--- src/rtl/bhr_pkg.sv ---
package bhr_pkg;
  typedef enum logic [1:0] {
    ACC_OK  = 2'd0,
    ACC_FU  = 2'd1,
    ACC_HFU = 2'd2
  } acc_res_e;
endpackage

--- src/rtl/bhr_access.sv ---
module bhr_access
  import bhr_pkg::*;
(
  input  logic     op,
  input  logic     prob_state,
  input  logic     hyp_state,
  input  logic     hfac_en,
  input  logic     mon_access,
  output acc_res_e res
);
  always_comb begin
    res = ACC_OK;
    if (op) begin
      // hypervisor gate is evaluated first
      if (!hyp_state && !hfac_en) res = ACC_HFU;
      else if (prob_state && !mon_access) res = ACC_FU;
    end
  end
endmodule

--- src/rtl/bhr_slot_calc.sv ---
module bhr_slot_calc #(
  parameter int DEPTH = 32,
  parameter int IDX_W = 8,
  parameter int PTR_W = 5
) (
  input  logic [PTR_W-1:0] wp,
  input  logic [IDX_W-1:0] idx,
  output logic [PTR_W-1:0] slot,
  output logic             in_range
);
  localparam int SW = PTR_W + 1;
  localparam logic [IDX_W:0] DEPTH_X = (IDX_W+1)'(DEPTH);
  localparam logic [SW-1:0]  DEPTH_S = SW'(DEPTH);
  localparam logic [SW-1:0]  DM1_S   = SW'(DEPTH - 1);

  logic [SW-1:0] sum;

  always_comb begin
    in_range = ({1'b0, idx} < DEPTH_X);
    // newest entry sits one slot behind the write pointer
    sum  = {1'b0, wp} + DM1_S - {1'b0, idx[PTR_W-1:0]};
    slot = (sum >= DEPTH_S) ? PTR_W'(sum - DEPTH_S) : sum[PTR_W-1:0];
  end
endmodule

--- src/rtl/bhr_store.sv ---
module bhr_store #(
  parameter int DEPTH  = 32,
  parameter int DATA_W = 64,
  parameter int PTR_W  = 5
) (
  input  logic              clk,
  input  logic              rst_n,
  input  logic              wr_en,
  input  logic [DATA_W-1:0] wr_data,
  input  logic              clr_en,
  input  logic [PTR_W-1:0]  rd_slot,
  output logic [DATA_W-1:0] rd_slot_data,
  output logic [PTR_W-1:0]  wp
);
  localparam logic [PTR_W-1:0] LAST = PTR_W'(DEPTH - 1);

  logic [DATA_W-1:0] mem [DEPTH];
  logic [PTR_W-1:0]  wp_nxt;
  logic              wp_ce;

  always_comb begin
    wp_ce  = wr_en && !clr_en;
    wp_nxt = (wp == LAST) ? '0 : wp + 1'b1;
  end

  always_ff @(posedge clk or negedge rst_n) begin
    if (!rst_n)     wp <= '0;
    else if (wp_ce) wp <= wp_nxt;
  end

  for (genvar i = 0; i < DEPTH; i++) begin : g_ent
    logic ent_we;
    assign ent_we = wp_ce && (wp == PTR_W'(i));
    always_ff @(posedge clk or negedge rst_n) begin
      if (!rst_n)      mem[i] <= '0;
      else if (clr_en) mem[i] <= '0;
      else if (ent_we) mem[i] <= wr_data;
    end
  end

  assign rd_slot_data = mem[rd_slot];
endmodule

--- src/rtl/bhist_ring.sv ---
module bhist_ring
  import bhr_pkg::*;
#(
  parameter int          DEPTH    = 32,
  parameter int          DATA_W   = 64,
  parameter int          IDX_W    = 8,
  parameter logic [3:0]  BH_CAUSE = 4'h9
) (
  input  logic              clk,
  input  logic              rst_n,
  input  logic              rec_valid,
  input  logic [DATA_W-1:0] rec_data,
  input  logic              rd_req,
  input  logic [IDX_W-1:0]  rd_idx,
  input  logic              clr_req,
  input  logic              feat_en,
  input  logic              prob_state,
  input  logic              hyp_state,
  input  logic              hfac_en,
  input  logic              mon_access,
  input  logic              freeze,
  output logic              rd_valid,
  output logic [DATA_W-1:0] rd_data,
  output logic              fu_exc,
  output logic              hfu_exc,
  output logic [3:0]        exc_cause
);
  localparam int PTR_W = (DEPTH > 1) ? $clog2(DEPTH) : 1;

  // reset: asserted asynchronously, released on a clock edge
  logic [1:0] rst_sync;
  logic       rst_int_n;
  always_ff @(posedge clk or negedge rst_n) begin
    if (!rst_n) rst_sync <= '0;
    else        rst_sync <= {rst_sync[0], 1'b1};
  end
  assign rst_int_n = rst_sync[1];

  acc_res_e          acc;
  logic              rd_go, clr_go, wr_go, rd_zero, in_range;
  logic [PTR_W-1:0]  wp, slot;
  logic [DATA_W-1:0] slot_data;

  bhr_access u_acc (
    .op(rd_req || clr_req), .prob_state(prob_state), .hyp_state(hyp_state),
    .hfac_en(hfac_en), .mon_access(mon_access), .res(acc)
  );

  bhr_slot_calc #(.DEPTH(DEPTH), .IDX_W(IDX_W), .PTR_W(PTR_W)) u_slot (
    .wp(wp), .idx(rd_idx), .slot(slot), .in_range(in_range)
  );

  always_comb begin
    rd_go   = rd_req && (acc == ACC_OK);
    clr_go  = clr_req && (acc == ACC_OK) && feat_en;
    wr_go   = rec_valid && feat_en && !freeze;
    rd_zero = !feat_en || freeze || !in_range;
  end

  bhr_store #(.DEPTH(DEPTH), .DATA_W(DATA_W), .PTR_W(PTR_W)) u_store (
    .clk(clk), .rst_n(rst_int_n), .wr_en(wr_go), .wr_data(rec_data),
    .clr_en(clr_go), .rd_slot(slot), .rd_slot_data(slot_data), .wp(wp)
  );

  // output stage: next state, then registers
  logic              rd_valid_nxt, fu_nxt, hfu_nxt;
  logic [DATA_W-1:0] rd_data_nxt;
  logic [3:0]        cause_nxt;

  always_comb begin
    rd_valid_nxt = rd_go;
    rd_data_nxt  = rd_zero ? '0 : slot_data;
    fu_nxt       = (acc == ACC_FU);
    hfu_nxt      = (acc == ACC_HFU);
    cause_nxt    = (fu_nxt || hfu_nxt) ? BH_CAUSE : 4'h0;
  end

  always_ff @(posedge clk or negedge rst_int_n) begin
    if (!rst_int_n) begin
      rd_valid  <= 1'b0;
      fu_exc    <= 1'b0;
      hfu_exc   <= 1'b0;
      exc_cause <= 4'h0;
    end else begin
      rd_valid  <= rd_valid_nxt;
      fu_exc    <= fu_nxt;
      hfu_exc   <= hfu_nxt;
      exc_cause <= cause_nxt;
    end
  end

  always_ff @(posedge clk or negedge rst_int_n) begin
    if (!rst_int_n)  rd_data <= '0;
    else if (rd_go)  rd_data <= rd_data_nxt;
  end
endmodule

--- config.mk ---
export PLATFORM = sky130hd
export DESIGN_NAME = bhist_ring
export DESIGN_NICKNAME = d
export VERILOG_FILES = /design/src/rtl/bhr_pkg.sv /design/src/rtl/bhr_access.sv /design/src/rtl/bhr_slot_calc.sv /design/src/rtl/bhr_store.sv /design/src/rtl/bhist_ring.sv
export SDC_FILE = /design/constraint.sdc
export NUM_CORES = 2
export LEC_CHECK = 0
export CAP_MARGIN = 20
export CORE_MARGIN = 3
export CORE_UTILIZATION = 42
export DETAILED_ROUTE_END_ITERATION = 8
export PLACE_DENSITY = 0.67
export SLEW_MARGIN = 20
export SYNTH_ARGS = -nofsm -noshare
export SYNTH_HDL_FRONTEND = slang
export SYNTH_SLANG_ARGS = --single-unit
--- constraint.sdc ---
create_clock -name clk -period 88.3 [get_ports clk]
set_input_delay 17.66 -clock clk [delete_from_list [all_inputs] [get_ports clk]]
set_output_delay 17.66 -clock clk [all_outputs]
set_load 0.03 [all_outputs]
==> impl_metrics.py <==
metrics = {
    "worst_setup_path": {
        "arrival_time_of_the_worst_setup_path_ps": 23820,
        "r2r_cells": 9,
        "critPathKind": "in -> reg",
        "reg2reg_setup_slack_ps": 82200,
        "setup.worst_path.end_class": "flip-flop",
        "reg2reg_from": "u_store.wp[0]$_DFFE_PN0P_",
        "critPathMaxFanout": 223,
        "worstSetupStartpointType": "primary input",
        "required_ps": 89020,
        "r2r_end": "rd_data[58]$_DFFE_PN0P_",
    },
    "detailed_routing": {
        "vias_per_cell": 6.22,
        "via_count": 85300,
        "dr.first_iter.drc_count": 13200,
        "routed_wl_um": 372000,
        "avgRoutedWirePerCell_um": 27.1,
        "first_pass_iters": 8,
        "postRouteAntennaNets": 0,
        "drc": 0,
    },
    "worst_hold_path": {
        "min_path_type": "reg -> reg",
        "worst_hold_path.endpoint": "rst_sync[1]$_DFF_PN0_",
        "hold_depth": 0,
        "hold_path_startpoint": "rst_sync[0]$_DFF_PN0_",
    },
    "place": {
        "final_estimated_routing_congestion_in_global_placement": 0.837,
        "port-buffer-count": 151,
        "detailed_place_hpwl_um": 198000,
        "place_area_um2": 104000,
    },
    "job": {
        "max_cap_check_violation_count": 0,
    },
    "clocking": {
        "htree_num_levels": 4,
        "cts_buffers": 213,
        "path_clk_slew_ps": 60,
        "max-clock-path-buffers": 3,
        "cts_hold_buf": 0,
        "tritoncts": "done",
        "cts.sink_count": 2123,
        "cts_root_buf": "sky130_fd_sc_hd__clkbuf_16",
        "postCtsResizedCells": 0,
        "cts.repair_timing.setup_buffer_count": 0,
        "worstSkewPairLatency_ps": 880,
    },
    "pwr": {
        "power_switching_share": 0.318,
        "p_sw_mw": 0.784,
        "ir_worst_vdd_mv": 0.0323,
        "leakage_nw": 45.8,
        "p_seq_frac": 0.409,
        "clock_power_share": 0.381,
        "power.combinational.fraction": 0.211,
        "cell_internal_pwr_mw": 1.68,
        "power.density_nw_per_um2": 22.2,
    },
    "layout": {
        "final_design_area_no_fill_um2": 111000,
        "nFillCells": 21900,
        "drive_gt1_frac": 0.111,
        "design.final.nets": 10400,
        "multi_input_logic_area_um2": 43400,
        "seq_area_um2": 53100,
        "final_common_cell": "sky130_fd_sc_hd__nand2_1",
        "most_used_cells_in_the_layout_excluding_fill_and_tap_cells": "sky130_fd_sc_hd__nand2_1 (4438), sky130_fd_sc_hd__dfrtp_1 (2122), sky130_fd_sc_hd__a21oi_1 (1968)",
        "syn2layout_area_growth_pct": 9.87,
        "final_core_utilization": 0.465,
    },
    "global_routing": {
        "grt_first_pass_wirelength_um": 552000,
        "gr-total-overflow": 0,
        "grt_start_max_net_pins": 227,
        "grt_antenna_before_repair": 40,
        "via_count_of_the_first_global_routing_pass": 84200,
        "grt.total_usage": 0.298,
    },
    "floorplan": {
        "io_pins": 154,
        "fp.dieH_um": 496,
        "initial_utilization": 0.424,
        "die_area_um2": 247000,
        "num_rows": 179,
        "width_of_the_chip_um": 496,
        "coreArea_um2": 239000,
    },
    "logic_synthesis": {
        "ys_seq_area_frac": 0.526,
        "synth_area_per_cell_um2": 9.30,
        "postSynthCellCount": 10900,
        "yosys.cell_types.count": 43,
        "synth_seq_cells": 2123,
        "mappedNetlistArea_um2": 101000,
        "synth_top_flop_cell": "sky130_fd_sc_hd__dfrtp_1",
        "async_reset_ff_frac": 1.00,
        "synth_enable_flop_cells": 0,
        "ys.warnings.count": 0,
    },
    "sta": {
        "worst_pin_slew_ps": 1280,
        "slew_headroom": 0.149,
        "timing_hold_violations_final": 0,
        "setup_viol_count_final": 0,
        "post_route_setup_tns_ps": 0,
        "finalCritPeriodShare": 0.262,
        "post-route-min-period_ps": 23100,
        "fin_worst_skew_ps": 48.3,
        "rsz0062_at_grt": "no",
        "final_max_slew_viol_count": 0,
        "maxClockFrequency_mhz": 43.3,
    },
    "run_status": {
        "outcome": "finished clean",
    },
}
==> worst max path at each step <==
stage	start	endpoint	slack, ps	cells after the start
detailed placement	clr_req	u_store.mem[1799]$_DFFE_PN0P_	64630	10
global route	clr_req	u_store.mem[1185]$_DFFE_PN0P_	64940	10
CTS	clr_req	u_store.mem[1799]$_DFFE_PN0P_	65520	10
global placement	clr_req	u_store.mem[1655]$_DFFE_PN0P_	64640	9
floorplan	rst_sync[1]$_DFF_PN0_	exc_cause[0]$_DFF_PN0_	24740	0
finish	clr_req	u_store.mem[1799]$_DFFE_PN0P_	65200	10
==> cell usage after synthesis (2+ instances only) <==
library cell	instances	area (µm²)
sky130_fd_sc_hd__dfrtp_1	2123	53100
sky130_fd_sc_hd__nor2b_1	3	18.8
sky130_fd_sc_hd__a21o_1	2	15.0
sky130_fd_sc_hd__buf_1	12	45.0
sky130_fd_sc_hd__or2_2	23	144
sky130_fd_sc_hd__o221ai_1	18	158
sky130_fd_sc_hd__and4_1	3	26.3
sky130_fd_sc_hd__a2111oi_0	92	806
sky130_fd_sc_hd__or3_1	2	12.5
sky130_fd_sc_hd__conb_1	2	7.51
sky130_fd_sc_hd__o21ai_0	215	1080
sky130_fd_sc_hd__inv_1	10	37.5
sky130_fd_sc_hd__mux4_2	512	11500
sky130_fd_sc_hd__buf_2	407	2040
sky130_fd_sc_hd__nor2_2	28	175
sky130_fd_sc_hd__nand2b_1	10	62.6
sky130_fd_sc_hd__and3_1	5	31.3
sky130_fd_sc_hd__o41ai_1	46	403
sky130_fd_sc_hd__nor3_1	3	15.0
sky130_fd_sc_hd__nand4_2	7	87.6
sky130_fd_sc_hd__xnor2_1	3	26.3
sky130_fd_sc_hd__buf_6	19	214
sky130_fd_sc_hd__nand2_1	4440	16700
sky130_fd_sc_hd__and2_0	10	62.6
sky130_fd_sc_hd__nor2_1	3	11.3
sky130_fd_sc_hd__nand4_1	85	532
sky130_fd_sc_hd__o21ai_1	2	10.0
sky130_fd_sc_hd__buf_4	42	315
sky130_fd_sc_hd__mux2i_1	46	460
sky130_fd_sc_hd__xor2_1	2	17.5
sky130_fd_sc_hd__clkbuf_1	603	2260
sky130_fd_sc_hd__clkbuf_2	5	25.0
sky130_fd_sc_hd__a21oi_1	1969	9850
sky130_fd_sc_hd__ha_1	13	163
sky130_fd_sc_hd__nand3_1	5	25.0
sky130_fd_sc_hd__and2_1	83	519
==> kinds of logic after synthesis <==
family	after synthesis	share of synthesized area
adder cells (fa/ha/maj)	14	0.00181
AO/OA/AOI/OAI	2346	0.122
XOR/XNOR	5	0.000433
other	2	0.0000743
multiplexers	559	0.119
AND/OR/NAND/NOR	4711	0.182
buffers and inverters	1100	0.0490
flip-flops	2123	0.526
==> power by group through the flow <==
stage	registers (mW)	clock network (mW)	logic, mW
after detailed placement	1.03	0	0.509
after global placement	1.02	0	0.506
after CTS	1.01	0.945	0.510
final	1.01	0.939	0.520
after global routing	1.01	0.987	0.538
after floorplan	1.04	0	0.335
==> state kept, by name, summed over array words and instances (netlist names) <==
| name | count |
|---|---|
| u_store.mem | 2048 |
| rd_data | 64 |
| u_store.wp | 5 |
| rst_sync | 2 |
| exc_cause | 1 |
| fu_exc | 1 |
| hfu_exc | 1 |
| rd_valid | 1 |
==> stage by stage <==
stage	setup slack (ps)	power [mW]	hold WS, ps	std cells
3_5_place_dp	64630	1.53	337	13300
3_3_place_gp	64640	1.53	339	13300
5_1_grt	64940	2.53	360	13700
2_1_floorplan	24740	1.37	331	10900
6_report	65200	2.47	348	13700
4_1_cts	65520	2.46	351	13700
==> routing by layer <==
metal / track usage / up-vias / share of wire
met5: 0 / - / 0.00025
met4: 0.171 / 12 / 0.061
met3: 0.0909 / 1298 / 0.13
met2: 0.447 / 6059 / 0.45
met1: 0.383 / 42600 / 0.36
li1: - / 35300 / -
==> cell type report <==
class	instances	area share
Clock buffer	329	0.0576
Timing Repair Buffer	357	0.0290
Sequential cell	2123	0.479
Clock inverter	57	0.00705
Tap cell	3167	0.0357
Multi-Input combinational cell	7638	0.391
Inverter	11	0.000372
Antenna cell	27	0.000609
==> worst max-delay path, cell delays in order <==
cell                              delay [ps]
sky130_fd_sc_hd__clkdlybuf4s50_1         560
sky130_fd_sc_hd__o21ai_0                 410
sky130_fd_sc_hd__ha_1                    480
sky130_fd_sc_hd__and3_4                  820
sky130_fd_sc_hd__buf_12                  720
sky130_fd_sc_hd__buf_4                   880
sky130_fd_sc_hd__buf_4                   850
sky130_fd_sc_hd__buf_4                   690
sky130_fd_sc_hd__buf_16                  340
sky130_fd_sc_hd__a21oi_1                  90
Power figures use the tool's default switching activity.
